### config.mk
export PLATFORM = sky130hd
export DESIGN_NAME = tcount_unit
export DESIGN_NICKNAME = d
export VERILOG_FILES = /design/src/rtl/tcount_pkg.sv /design/src/rtl/tcount_edge_sync.sv /design/src/rtl/tcount_prescaler.sv /design/src/rtl/tcount_hold_fsm.sv /design/src/rtl/tcount_unit.sv
export SDC_FILE = /design/constraint.sdc
export NUM_CORES = 1
export LEC_CHECK = 0
export BUFFER_PORTS_ARGS = -buffer_cell sky130_fd_sc_hd__buf_2
export CORE_ASPECT_RATIO = 0.75
export CORE_UTILIZATION = 57
export CTS_CLUSTER_SIZE = 8
export DETAILED_ROUTE_END_ITERATION = 6
export PLACE_DENSITY_LB_ADDON = 0.08
export SLEW_MARGIN = 20
export SYNTH_ARGS = -nofsm -noshare
export SYNTH_HDL_FRONTEND = slang
export SYNTH_SLANG_ARGS = --single-unit
### constraint.sdc
create_clock -name clk -period 2.9 [get_ports clk]
set_clock_uncertainty 0.15 [all_clocks]
set_input_delay 0.29 -clock clk [delete_from_list [all_inputs] [get_ports clk]]
set_output_delay 0.29 -clock clk [all_outputs]
set_load 0.005 [all_outputs]
### src/rtl/tcount_pkg.sv
`timescale 1ns/1ps
package tcount_pkg;
    typedef enum logic [1:0] {
        ST_RUN    = 2'd0,
        ST_HOLD_A = 2'd1,
        ST_HOLD_B = 2'd2
    } hold_st_t;
endpackage

### src/rtl/tcount_edge_sync.sv
`timescale 1ns/1ps
module tcount_edge_sync #(
    parameter int STAGES = 2
) (
    input  logic clk,
    input  logic rst_n,
    input  logic pin,
    input  logic fall_sel,
    output logic edge_pulse
);
    logic [STAGES-1:0] sh_q;
    logic              last_q;
    logic              rise, fall;

    always_ff @(posedge clk or negedge rst_n) begin
        if (!rst_n) begin
            sh_q   <= '0;
            last_q <= 1'b0;
        end else begin
            sh_q   <= {sh_q[STAGES-2:0], pin};
            last_q <= sh_q[STAGES-1];
        end
    end

    always_comb begin
        rise       = sh_q[STAGES-1] & ~last_q;
        fall       = ~sh_q[STAGES-1] & last_q;
        edge_pulse = fall_sel ? fall : rise;
    end

    // a synchronized rising edge is never two cycles wide
    p_edge_single_r5: assert property (@(posedge clk) disable iff (!rst_n)
        rise |=> !rise);
    // same for falling edges
    p_fall_single_r6: assert property (@(posedge clk) disable iff (!rst_n)
        fall |=> !fall);
endmodule

### src/rtl/tcount_prescaler.sv
`timescale 1ns/1ps
module tcount_prescaler #(
    parameter int SEL_W = 3
) (
    input  logic             clk,
    input  logic             rst_n,
    input  logic             src_timer,
    input  logic             src_wdt,
    input  logic             to_wdt,
    input  logic [SEL_W-1:0] ratio_sel,
    input  logic             clr,
    output logic             timer_pulse,
    output logic             wdt_tick
);
    localparam int PRE_W = 1 << SEL_W;

    logic [PRE_W-1:0] cnt_q;
    logic [PRE_W-1:0] mask;
    logic             asg_q;
    logic             wdt_q;
    logic             restart, src, term, div_out;

    always_comb begin
        for (int i = 0; i < PRE_W; i++) begin
            mask[i] = (i <= int'(ratio_sel));
        end
        restart     = clr | (asg_q != to_wdt);
        src         = to_wdt ? src_wdt : src_timer;
        term        = src && ((cnt_q & mask) == mask);
        div_out     = !to_wdt && !restart && term;
        timer_pulse = to_wdt ? src_timer : div_out;
        wdt_tick    = wdt_q;
    end

    always_ff @(posedge clk or negedge rst_n) begin
        if (!rst_n) begin
            cnt_q <= '0;
            asg_q <= 1'b0;
            wdt_q <= 1'b0;
        end else begin
            asg_q <= to_wdt;
            wdt_q <= to_wdt && !restart && term;
            if (restart) begin
                cnt_q <= '0;
            end else if (src) begin
                cnt_q <= term ? '0 : cnt_q + 1'b1;
            end
        end
    end

    // divided output to the counter is never on two cycles in a row
    p_div_gap_r7: assert property (@(posedge clk) disable iff (!rst_n)
        div_out |=> !div_out);
    // watchdog tick is one cycle wide
    p_wdt_single_r10: assert property (@(posedge clk) disable iff (!rst_n)
        wdt_q |=> !wdt_q);
    // a restart leaves the divider at zero
    p_restart_r8: assert property (@(posedge clk) disable iff (!rst_n)
        restart |=> cnt_q == '0);
endmodule

### src/rtl/tcount_hold_fsm.sv
`timescale 1ns/1ps
module tcount_hold_fsm
    import tcount_pkg::*;
(
    input  logic clk,
    input  logic rst_n,
    input  logic load,
    output logic inc_ok
);
    hold_st_t st_q, st_d;

    always_ff @(posedge clk or negedge rst_n) begin
        if (!rst_n) st_q <= ST_RUN;
        else        st_q <= st_d;
    end

    always_comb begin
        st_d = st_q;
        unique case (st_q)
            ST_RUN:    st_d = ST_RUN;
            ST_HOLD_A: st_d = ST_HOLD_B;
            ST_HOLD_B: st_d = ST_RUN;
            default:   st_d = ST_RUN;
        endcase
        if (load) st_d = ST_HOLD_A;
    end

    always_comb begin
        inc_ok = (st_q == ST_RUN) && !load;
    end

    // a load is followed by two hold states
    p_hold_seq_r4: assert property (@(posedge clk) disable iff (!rst_n)
        load |=> st_q == ST_HOLD_A);
    p_hold_next_r4: assert property (@(posedge clk) disable iff (!rst_n)
        (st_q == ST_HOLD_A) && !load |=> st_q == ST_HOLD_B);
endmodule

### src/rtl/tcount_unit.sv
`timescale 1ns/1ps
module tcount_unit #(
    parameter int CNT_W   = 8,
    parameter int SEL_W   = 3,
    parameter int SYNC_N  = 2,
    parameter int INC_DLY = 2
) (
    input  logic                 clk,
    input  logic                 rst_n,
    input  logic                 cyc_en,
    input  logic                 ext_pin,
    input  logic [SEL_W+2:0]     opt_cfg,
    input  logic                 wr_en,
    input  logic [CNT_W-1:0]     wr_data,
    output logic [CNT_W-1:0]     rd_data,
    input  logic                 ovf_clr,
    output logic                 ovf_flag,
    output logic                 wdt_tick
);
    localparam int BIT_SRC  = SEL_W + 2;
    localparam int BIT_EDGE = SEL_W + 1;
    localparam int BIT_ASG  = SEL_W;

    logic             edge_pulse, src_timer, timer_pulse, inc_ok, inc_req, wrap;
    logic [INC_DLY-1:0] dly_q;
    logic [CNT_W-1:0] cnt_q;
    logic             ovf_q;

    tcount_edge_sync #(.STAGES(SYNC_N)) u_sync (
        .clk(clk), .rst_n(rst_n), .pin(ext_pin),
        .fall_sel(opt_cfg[BIT_EDGE]), .edge_pulse(edge_pulse)
    );

    assign src_timer = opt_cfg[BIT_SRC] ? edge_pulse : cyc_en;

    tcount_prescaler #(.SEL_W(SEL_W)) u_pre (
        .clk(clk), .rst_n(rst_n), .src_timer(src_timer), .src_wdt(cyc_en),
        .to_wdt(opt_cfg[BIT_ASG]), .ratio_sel(opt_cfg[SEL_W-1:0]), .clr(wr_en),
        .timer_pulse(timer_pulse), .wdt_tick(wdt_tick)
    );

    tcount_hold_fsm u_fsm (
        .clk(clk), .rst_n(rst_n), .load(wr_en), .inc_ok(inc_ok)
    );

    generate
        if (INC_DLY == 1) begin : g_dly1
            always_ff @(posedge clk or negedge rst_n) begin
                if (!rst_n) dly_q <= '0;
                else        dly_q <= timer_pulse;
            end
        end else begin : g_dlyn
            always_ff @(posedge clk or negedge rst_n) begin
                if (!rst_n) dly_q <= '0;
                else        dly_q <= {dly_q[INC_DLY-2:0], timer_pulse};
            end
        end
    endgenerate

    assign inc_req = dly_q[INC_DLY-1];
    assign wrap    = inc_ok && inc_req && (cnt_q == {CNT_W{1'b1}});

    always_ff @(posedge clk or negedge rst_n) begin
        if (!rst_n) begin
            cnt_q <= '0;
            ovf_q <= 1'b0;
        end else begin
            if (wr_en)                cnt_q <= wr_data;
            else if (inc_ok && inc_req) cnt_q <= cnt_q + 1'b1;
            if (wrap)                 ovf_q <= 1'b1;
            else if (ovf_clr)         ovf_q <= 1'b0;
        end
    end

    assign rd_data  = cnt_q;
    assign ovf_flag = ovf_q;

    // a load lands on the next edge
    p_load_r2: assert property (@(posedge clk) disable iff (!rst_n)
        wr_en |=> cnt_q == $past(wr_data));
    // count frozen while the hold machine blocks advances
    p_hold_r4: assert property (@(posedge clk) disable iff (!rst_n)
        !inc_ok && !wr_en |=> $stable(cnt_q));
    // without a load the count moves by at most one
    p_step_r3: assert property (@(posedge clk) disable iff (!rst_n)
        !wr_en |=> (cnt_q == $past(cnt_q)) || (cnt_q == CNT_W'($past(cnt_q) + 1'b1)));
    // wrap gives zero and sets the flag
    p_wrap_r9: assert property (@(posedge clk) disable iff (!rst_n)
        inc_ok && inc_req && (cnt_q == {CNT_W{1'b1}}) |=> ovf_q && (cnt_q == '0));
    // flag is sticky until cleared
    p_sticky_r9: assert property (@(posedge clk) disable iff (!rst_n)
        ovf_q && !ovf_clr |=> ovf_q);
endmodule

# Word level (Yosys, flattened, before mapping)

Index checks and enable logic that the tools add are counted.

Logic and storage cells: 56
Output and inout bits: 10
Bits of input ports: 20
Bits in registers: 26

Eq/ne operators: 4
Reductions and logical operators: 15
Order comparisons: 7
Multiplexer cells: 13
$add $sub $neg: 2
Bitwise operators: 6

Operators by type and width:

| kind                                                                             | count |
|---|---|
| 8-bit two-way mux                                                                | 5 |
| 8-bit by 1-bit adder with 8-bit output (second input constant)                   | 2 |
| 3-bit less-or-equal comparator (first input constant)                            | 4 |
| 8-bit AND                                                                        | 1 |
| 8-bit == test                                                                    | 1 |
| 8-bit == test (second input constant)                                            | 1 |
| 1-bit logical AND                                                                | 8 |
| 2-bit by 3-bit less-or-equal comparator with 1-bit output (first input constant) | 2 |
| 1-bit two-way mux                                                                | 6 |
| 2-bit nonzero test                                                               | 3 |
| 2-bit two-way mux                                                                | 2 |
| 1-bit by 3-bit less-or-equal comparator with 1-bit output (first input constant) | 1 |
| 1-bit logical NOT                                                                | 3 |
| 1-bit AND                                                                        | 2 |
| 2-bit by 1-bit == test with 1-bit output (second input constant)                 | 1 |
| 2-bit logical NOT                                                                | 1 |
| 1-bit inverter                                                                   | 2 |
| 1-bit inequality test                                                            | 1 |
| 1-bit OR                                                                         | 1 |

# Longest topological paths before layout

Gate-level depths: netlist of run 1.

Word-level depth: 9
Depth in mapped cells: 6
Gate-level depth less buffers: 6

# By module

Synthesis of run 1 repeated with hierarchy kept, for this count alone.

Cell total of the unflattened synthesis: 131
Area, all modules: 1,333.8 sq um

Modules (own cells, without submodules):

| module           | instances | cells each | sequential area each (sq um) | area each (sq um) |
|---|---|---|---|---|
| tcount_prescaler | 1         | 64         | 250.2                        | 611.8 |
| tcount_unit      | 1         | 57         | 275.3                        | 551.8 |
| tcount_edge_sync | 1         | 6          | 75.1                         | 97.6 |
| tcount_hold_fsm  | 1         | 4          | 50.0                         | 72.6 |

# Worst setup path before layout of run 1

Ideal clock, no wire load.

Path type: reg2reg
From: register u_fsm.st_q[0]
To: register cnt_q[2], in the netlist rd_data[2]
Setup time: 126 ps
Data required time: 2,624 ps
Cell stages (with the launch flop): 5
Slack: 1,263 ps
Path buffers: 0
Data arrival time: 1,361 ps
Period minus slack after synthesis: 1,637 ps
Path through: dfrtp_1 > or4b_4 > nand2b_1 > o21ai_0 > a221o_1

Cells in the longest elaborated chain, start to end: 4

Ends and longest elaborated chain:

| element                             | RTL line              | RTL |
|---|---|---|
| start: declaration                  | tcount_hold_fsm.sv:10 | `hold_st_t st_q, st_d;` |
| start signal: assignment            | tcount_hold_fsm.sv:14 | `else st_q <= st_d;` |
| 2-bit logical NOT                   | tcount_hold_fsm.sv:29 | `inc_ok = (st_q == ST_RUN) && !load;` |
| 1-bit logical AND                   | tcount_hold_fsm.sv:29 |  |
| 1-bit logical AND                   | tcount_unit.sv:69     | `else if (inc_ok && inc_req) cnt_q <= cnt_q + 1'b1;` |
| 2-bit nonzero test (no source line) | n/a                   |  |
| end signal: assignment              | tcount_unit.sv:68     | `if (wr_en) cnt_q <= wr_data;` |
| end signal: assignment              | tcount_unit.sv:69     |  |
| end: declaration                    | tcount_unit.sv:26     | `logic [CNT_W-1:0] cnt_q;` |

Every way passes these cells.
A chain may end at the register's enable or synchronous reset.

# Worst setup path after layout of run 1

From: register u_pre.cnt_q[2]
To: register dly_q[0]

Cells in the longest elaborated chain, start to end: 5

Ends and longest elaborated chain:

| element                  | RTL line               | RTL |
|---|---|---|
| start: declaration       | tcount_prescaler.sv:17 | `logic [PRE_W-1:0] cnt_q;` |
| start signal: assignment | tcount_prescaler.sv:46 | `cnt_q <= term ? '0 : cnt_q + 1'b1;` |
| 8-bit AND                | tcount_prescaler.sv:29 | `term = src && ((cnt_q & mask) == mask);` |
| 8-bit == test            | tcount_prescaler.sv:29 |  |
| 1-bit logical AND        | tcount_prescaler.sv:29 |  |
| 1-bit logical AND        | tcount_prescaler.sv:30 | `div_out = !to_wdt && !restart && term;` |
| 1-bit two-way mux        | tcount_prescaler.sv:31 | `timer_pulse = to_wdt ? src_timer : div_out;` |
| net timer_pulse          | tcount_unit.sv:24      | `logic edge_pulse, src_timer, timer_pulse, inc_ok, inc_req, wrap;` |
| end signal: assignment   | tcount_unit.sv:55      | `else dly_q <= {dly_q[INC_DLY-2:0], timer_pulse};` |
| end: declaration         | tcount_unit.sv:25      | `logic [INC_DLY-1:0] dly_q;` |

The timed path passes the listed nets, and every way through them passes these cells.

==> results.md, run 1 <==
- The later pin in the worst-skew pair is clocked with a latency of 330 ps.
- For this run, the detailed router's first-pass iteration total came to 7.
- The starting density of the core is 63.6%.
- The critical-path cell with the highest stage delay is sky130_fd_sc_hd__a32oi_2.
- For this design, the CTS-stage hold fixing added 4 buffers.
- The fraction of layout instances using a drive strength above 1 is 24.4%.
- Together, buffers and inverters on the worst path number 0.
- The net total in the final layout is between 150 and 200.
- The cell depth of the worst hold path is 3.
- Synthesis produced a netlist with a net count of 158.
- The number of pins exceeding their max-slew limit in the final report came to 0.
- The synthesized netlist occupies a cell area of 0.00134 mm2.
- After clock tree synthesis, the clock-pin slew on the worst setup and hold paths is 140 ps.
- The number of nets still failing antenna checks after routing is 0.
- The checks that failed: DRC.
- The met2 track demand over resource in global routing is 37.0%.
- The remaining routing DRC violations is 2.
- The count of standard-cell rows is 14.
- The actual transition at the worst max-transition pin is about 570 ps.
- After detailed routing, the number of vias per cell comes to 6.24.
- IR analysis of the VDD net gives a maximum drop of roughly 310 uV.
- The pre-CTS setup slack is 924 ps.
- The nature of the critical path startpoint is a flop.
- Data on the critical path arrives at its endpoint at between 2000 and 2500 ps.
- The total length of routed wires is 2.83 mm.
- In this run the worst hold path is classified as input port to flop.
- The dominant cell type by area after synthesis is sky130_fd_sc_hd__dfrtp_1.
- The final RePlAce weighted congestion is 0.851.
- The number of antenna diodes in the final layout is 0.
- The global-route congestion overflow total is 0.
- Summed over all failing endpoints, the final setup total negative slack is 0 ps.
- The standard cell core area is 0.00210 mm2.
- The worst reg-to-reg path cell count is 5.
- For this run, global-route usage on met1 was measured as 32.1%.
- The peak clock frequency supported by timing is 492 MHz.
- During synthesis, Yosys emitted a total of 0 warnings.
- Clock tree synthesis selected as its root buffer the cell sky130_fd_sc_hd__clkbuf_4.
- The final count of hold timing violations was 0.
- The worst setup path is captured at a flop.
- Setup repair after global routing left no endpoint under its margin.
- The delay of the slowest critical-path stage is roughly 500 ps.
- Max-cap violations in this run came to 0.
- The post-cts sizing count is 0.
- The die is 44.0 um tall.
- Relative to the synthesized area, the layout overhead comes to 15.8%.
- The worst path meets setup with 867 ps of slack.
- After detailed routing, the average wire length per cell comes to 14.7 um.
- The logic depth of the worst setup path including buffers is 5.
- The flow ran to the end, but the final reports show violations.
- Sequential elements use roughly half of the synthesized area.
- Input and output buffers added on the ports amount to 29.
- The top-level port count is 30.
- The critical path is of the flop to flop type.
- met2 is the most crowded layer.
- The post-DP HPWL is around 2 mm.
- The number of levels the H-tree was split into is 1.
- The leakage power figure is 0.000681 uW.
- The final standard cell utilization of the core is 73.7%.
- Data on the critical path is required at its endpoint by 2960 ps.
- The routed layout has between 1000 and 1500 vias.
- The kind of cell with the highest combined delay along the critical path is compound AO/OA/AOI/OAI gates.
- Measured against its own limit, the worst slew margin works out to 61.8%.
- The clock period could shrink to 2030 ps.
- The clock tree from TritonCTS is yes.
- In the final layout, flip-flops and latches occupy around 650 um2.
- Yosys mapped the design onto 36 distinct sky130hd cell types.
- The count of mapped cells out of synthesis is 136.
- Buffers inserted during clock tree synthesis total 3.
- The area of the die is 0.00255 mm2.
- In this run, the number of DRC markers left after iteration 0 of detailed routing was slightly below 90.
- The area share of the largest cell type after synthesis is between 40% and 50%.
- Traced cell by cell, the critical path runs through and3_1 -> and3_4 -> a32oi_2 -> nor2_1 -> o221a_2.
- The layout has 156 filler cells.
- The number of antenna violations at the first check in global routing came to 0.
- The first global-routing pass estimated ~4.5 mm of wire.
- The clock passes through at most 2 buffers.
- Of all nets on the critical path, the largest fanout is 11.
- After clock tree synthesis, the setup repair step added 0 buffers.
- The top cell types in the final layout, fill and taps aside, are sky130_fd_sc_hd__buf_2, sky130_fd_sc_hd__dfrtp_1, sky130_fd_sc_hd__nand2_1.
- The average footprint of a synthesized cell is 9.83 um2.
- Setup violations remaining at the end of the flow were counted as 0.
- In the finished design, the share of the clock period the worst path needs comes to 70.1%.
- The global routing usage summed across all routing layers is roughly a quarter.
- The flop and latch count out of synthesis is 26.
- The power per cell area is roughly 420 mW/mm2.
- After synthesis, the cell types taking the most area are sky130_fd_sc_hd__dfrtp_1, sky130_fd_sc_hd__nand2_1, sky130_fd_sc_hd__o21ai_0, sky130_fd_sc_hd__a221o_1, sky130_fd_sc_hd__nor2_1.
- The horizontal die dimension is around 58 um.
- Entering global routing, the biggest net connects 27 pins.
- The number of clock sinks is 26.
- The most common library cell in the layout ignoring fill and taps is sky130_fd_sc_hd__buf_2.
- For this run, global-route usage on met3 was measured as 6.87%.
- The number of global-route vias before repair was 1066.
- The multi-input combinational cell area is 646 um2.
[path summary, 6_finish.rpt]
check	endpoint	start	slack [ps]
worst max register to register	dly_q[0]	u_pre.cnt_q[2]	870
worst min register to register	dly_q[1]	dly_q[0]	210
worst max-delay path	dly_q[0]	u_pre.cnt_q[2]	870
worst min-delay path	rd_data[6]	wr_data[6]	20
max in group asynchronous	u_pre.cnt_q[3]	rst_n	1890
min in group asynchronous	rd_data[6]	rst_n	320
[cells by family after synthesis]
kind of cell | Yosys count | share of synthesized area (%)
AOI/OAI and AO/OA | 36 | 18.4
xor gates and xnor gates | 2 | 1.31
adders and majority gates | 2 | 1.87
buffers and inverters | 8 | 3.09
DFF | 26 | 48.6
muxes | 1 | 0.748
and+or+nand+nor | 61 | 25.9
[cell usage after synthesis]
master and n:
sky130_fd_sc_hd__a41oi_1 1, sky130_fd_sc_hd__buf_6 1, sky130_fd_sc_hd__and3_4 1, sky130_fd_sc_hd__nand2_1 17
sky130_fd_sc_hd__or4b_4 1, sky130_fd_sc_hd__nor4b_2 2, sky130_fd_sc_hd__dfrtp_1 26, sky130_fd_sc_hd__nand4_1 1
sky130_fd_sc_hd__buf_4 1, sky130_fd_sc_hd__and3b_1 1, sky130_fd_sc_hd__o311ai_0 1, sky130_fd_sc_hd__nor3_1 1
sky130_fd_sc_hd__clkbuf_1 2, sky130_fd_sc_hd__a21o_1 1, sky130_fd_sc_hd__nand4b_1 3, sky130_fd_sc_hd__nor2b_1 3
sky130_fd_sc_hd__o221a_2 1, sky130_fd_sc_hd__nor4_2 1, sky130_fd_sc_hd__nor3b_1 2, sky130_fd_sc_hd__o32ai_1 1
sky130_fd_sc_hd__ha_1 2, sky130_fd_sc_hd__or2_2 1, sky130_fd_sc_hd__nand3_1 7, sky130_fd_sc_hd__a221o_1 5
sky130_fd_sc_hd__nand3b_1 1, sky130_fd_sc_hd__nand2b_1 3, sky130_fd_sc_hd__a21oi_1 8, sky130_fd_sc_hd__a21oi_2 1
sky130_fd_sc_hd__inv_1 4, sky130_fd_sc_hd__a32oi_2 1, sky130_fd_sc_hd__and3_1 3, sky130_fd_sc_hd__o21ai_0 11
sky130_fd_sc_hd__mux2i_1 1, sky130_fd_sc_hd__a31oi_1 5, sky130_fd_sc_hd__xnor2_1 2, sky130_fd_sc_hd__nor2_1 13
[report_power, final]
part	internal [uW]	switching (uW)
sequential	381	21.1
combinational	45.8	52.4
clock	48.8	101
[per-stage QoR]
stage          cells  hold slack [ps]  area (um2)  total power [uW]
2_1_floorplan    136             -156        1340               456
3_3_place_gp     185              164        1490               499
3_5_place_dp     185              169        1490               503
4_1_cts          192             16.7        1550               655
5_1_grt          192             20.0        1550               683
6_report         192             23.5        1550               651
[sequential cells by signal, summed over array words and instances, names as in the netlist]
| name | count |
|---|---|
| dly_q | 2 |
| u_fsm.st_q | 2 |
| rd_data | 8 |
| u_pre.wdt_tick | 1 |
| u_pre.cnt_q | 8 |
| u_sync.last_q | 1 |
| u_sync.sh_q | 2 |
| ovf_flag | 1 |
| u_pre.asg_q | 1 |
[tightest hold or removal path, delay by kind of cell]
kind	cells	cell delay [ps]
buf+inv	1	70
compound gates	1	70
simple gates	1	40
[layer usage]
layer / vias up / wire (um)
li1: 564 / -
met1: 559 / 1320
met5: - / 0
met4: 0 / 52
met3: 8 / 239
met2: 68 / 1220
[area by class of cell]
| cell class | instances | area share (%) |
|---|---|---|
| Clock buffer | 3 | 1.45 |
| Inverter | 4 | 0.969 |
| Tap cell | 24 | 1.94 |
| Sequential cell | 26 | 42.0 |
| Multi-Input combinational cell | 102 | 41.7 |
| Timing Repair Buffer | 33 | 12.0 |
No activity file was read; power rests on OpenSTA's default activity.
==> run 2: changes to the inputs <==
--- a/config.mk
+++ b/config.mk
@@ -7,7 +7,7 @@
 export LEC_CHECK = 0
 export BUFFER_PORTS_ARGS = -buffer_cell sky130_fd_sc_hd__buf_2
 export CORE_ASPECT_RATIO = 0.75
-export CORE_UTILIZATION = 57
+export CORE_UTILIZATION = 53
 export CTS_CLUSTER_SIZE = 8
 export DETAILED_ROUTE_END_ITERATION = 6
 export PLACE_DENSITY_LB_ADDON = 0.08
==> constraint.sdc (replaced) <==
create_clock -name clk -period 2 [get_ports clk]
set_clock_uncertainty 0.15 [all_clocks]
set_input_delay 0.2 -clock clk [delete_from_list [all_inputs] [get_ports clk]]
set_output_delay 0.2 -clock clk [all_outputs]
set_load 0.005 [all_outputs]
==> results.md, run 2 (same netlist as run 1, synthesis figures left out) <==
- The share of the clock period used by the worst path after layout is 97.1%.
- The number of nets still failing antenna checks after routing is 0 (unchanged).
- The leakage power figure came to 0.000746 uW (+9.5%).
- The starting density of the core was 57.0% (-6.6 points).
- The vias after detailed routing was 1232 (+2.8%).
- The worst endpoint data arrival time is 2020 ps (-80 ps).
- The worst setup path is captured at a flop.
- In this run the critical register-to-register path is launched from u_pre.cnt_q[2].
- The number of buffer cells added on primary ports is 29 (unchanged).
- The final RePlAce weighted congestion is 0.832 (-2.2%).
- The final design area excluding fillers came to 0.00171 mm2 (+10%).
- The first-pass GRT wire length is 4.66 mm (+2.7%).
- The run finished with clean final reports.
- The standard cell area after detailed placement is 0.00152 mm2 (+2.4%).
- The sum of negative setup slack is 0 ps (unchanged).
- The global-route congestion overflow total is 0 (unchanged).
- The clock transition at the register clock pins on the worst setup and hold paths after CTS is 140 ps (about the same).
- The CTS buffer count was 3 (unchanged).
- The post-DP HPWL is 2.15 mm (+8.1%).
- The worst slew slack as a fraction of its limit is 62.6% (+0.84 points).
- The starting DRC count in detailed routing is 68 (-22%).
- The worst hold path begins at opt_cfg[5].
- The final count of hold timing violations is 0 (unchanged).
- The number of levels the H-tree was split into is 1 (unchanged).
- The remaining routing DRC violations is 0 (-2).
- The total length of routed wires came to 2.95 mm (+4.1%).
- The die outline height is 45.5 um (+3.5%).
- The required time of the critical path is 2080 ps (-880 ps).
- Leaving out fill and tap cells, the most frequent cells in the layout are sky130_fd_sc_hd__buf_2, sky130_fd_sc_hd__dfrtp_1, sky130_fd_sc_hd__nand2_1.
- The maximum number of pins on one net before global-route repair is 27 (unchanged).
- The critical path launch point is wr_en.
- The number of setup violations in the final report is 0 (unchanged).
- The maximum number of buffers from clock root to sink is 2 (unchanged).
- The setup slack on the worst flop-to-flop path is 180 ps (-690 ps).
- The number of global-route vias before repair is 1142 (+7.1%).
- The latest clock arrival within the worst-skew pair is 330 ps (about the same).
- The library cell used most frequently in the layout, excluding fill and tap cells, is sky130_fd_sc_hd__buf_2.
- The length of the first detailed-routing pass in iterations is 4 (-3).
- The max-cap check violation count is 0 (unchanged).
- The area of the die is 0.00273 mm2 (+7.2%).
- The cell depth of the worst hold path is 3 (unchanged).
- The fraction of layout instances using a drive strength above 1 was 24.7% (+0.32 points).
- The horizontal die dimension is 60.0 um (+3.6%).
- TritonCTS built the clock tree.
- The routed length per instance is 13.6 um (-7.4%).
- The power per cell area is 594 mW/mm2 (+42%).
- The actual transition at the worst max-transition pin is 561 ps (-12.6 ps).
- The area growth from synthesis to layout is 27.6%.
- The peak supply drop is 400 uV (+29%).
- The count of standard-cell rows is 15 (+1).
- The power consumption is 1010 uW (+56%).
- The setup path with the least slack is of type input port to flop.
- Setup repair after global routing could not meet its margin everywhere.
- The worst hold path terminates at dly_q[0].
- The global routing usage summed across all routing layers was 23.3% (-0.74 points).
- The worst reg-to-reg path cell count came to 6 (+1).
- The peak clock frequency supported by timing is between 500 and 600 MHz.
- The standard cell core area was 0.00235 mm2 (+12%).
- The worst path needs between 1500 and 2000 ps of the cycle, external delays included.
- The number of antenna cells inserted is 0 (unchanged).
- The kind of path behind the tightest hold check is input port to flop.
- The top-level port count came to 30 (unchanged).
- The final standard cell utilization of the core is 72.7% (-0.94 points).
- STA classifies the critical path startpoint as an input port.
- The via-per-instance ratio is 5.70 (-8.7%).
- The net total in the final layout is 205 (+6.8%).
- In this run the clock root is driven by a sky130_fd_sc_hd__clkbuf_4.
- The number of clock sinks was 26 (unchanged).
- The number of antenna violations at the first check in global routing is 0 (unchanged).
- The endpoint identified for the worst register-to-register timing path is dly_q[0].
- The critical-path maximum fanout is 7 (-4).
- The number of pins exceeding their max-slew limit in the final report is 0 (unchanged).
-- run 2: worst max-delay path by stage --
stage                 end  slack (ps)
5_1_grt        rd_data[4]         -10
3_5_place_dp     dly_q[0]         210
3_3_place_gp     dly_q[0]         280
6_report       rd_data[7]          60
2_1_floorplan  rd_data[2]         360
4_1_cts        rd_data[7]          90
-- run 2: report_power, final --
| part | switching (uW) | total [uW] | leakage (uW) | internal, uW |
|---|---|---|---|---|
| clock | 157 | 269 | 0.0000210 | 111 |
| combinational | 79.2 | 162 | 0.000391 | 82.5 |
| sequential | 30.9 | 584 | 0.000334 | 553 |
-- run 2: worst max-delay path: stages --
cell                            delay [ps]
sky130_fd_sc_hd__dlygate4sd3_1         530
sky130_fd_sc_hd__buf_2                 170
sky130_fd_sc_hd__or4b_4                550
sky130_fd_sc_hd__nand2b_1              160
sky130_fd_sc_hd__o21ai_0               120
sky130_fd_sc_hd__a221o_1               290
-- run 2: stage by stage --
step           std cells  setup WS (ps)  hold slack [ps]
2_1_floorplan        136            363             -246
3_3_place_gp         198            276             79.5
3_5_place_dp         198            208             82.6
4_1_cts              216           86.6             9.58
5_1_grt              216          -14.4             24.7
6_report             216           57.4             15.2
-- run 2: timing repair --
item | CTS | global route
gates resized for setup | 0 | 1
hold buffers | 14 | 0
endpoints found under the hold margin | 40 | 0
setup buffers | 0 | 0
setup endpoints to repair | 0 | 2
-- run 2: layout make-up --
type                            instances  area [um2]
Sequential cell                        26         651
Fill cell                             180         639
Timing Repair Buffer                   46         308
Inverter                                4        15.0
Tap cell                               34        42.5
Multi-Input combinational cell        102         654
Clock buffer                            4        36.3
-- run 2: layer usage --
metal	vias up	wire [um]	GRT usage, %
li1	594	-	-
met1	613	1360	29.7
met2	23	1470	40.9
met3	2	99	5.11
met4	0	14	5.12
met5	-	0	0
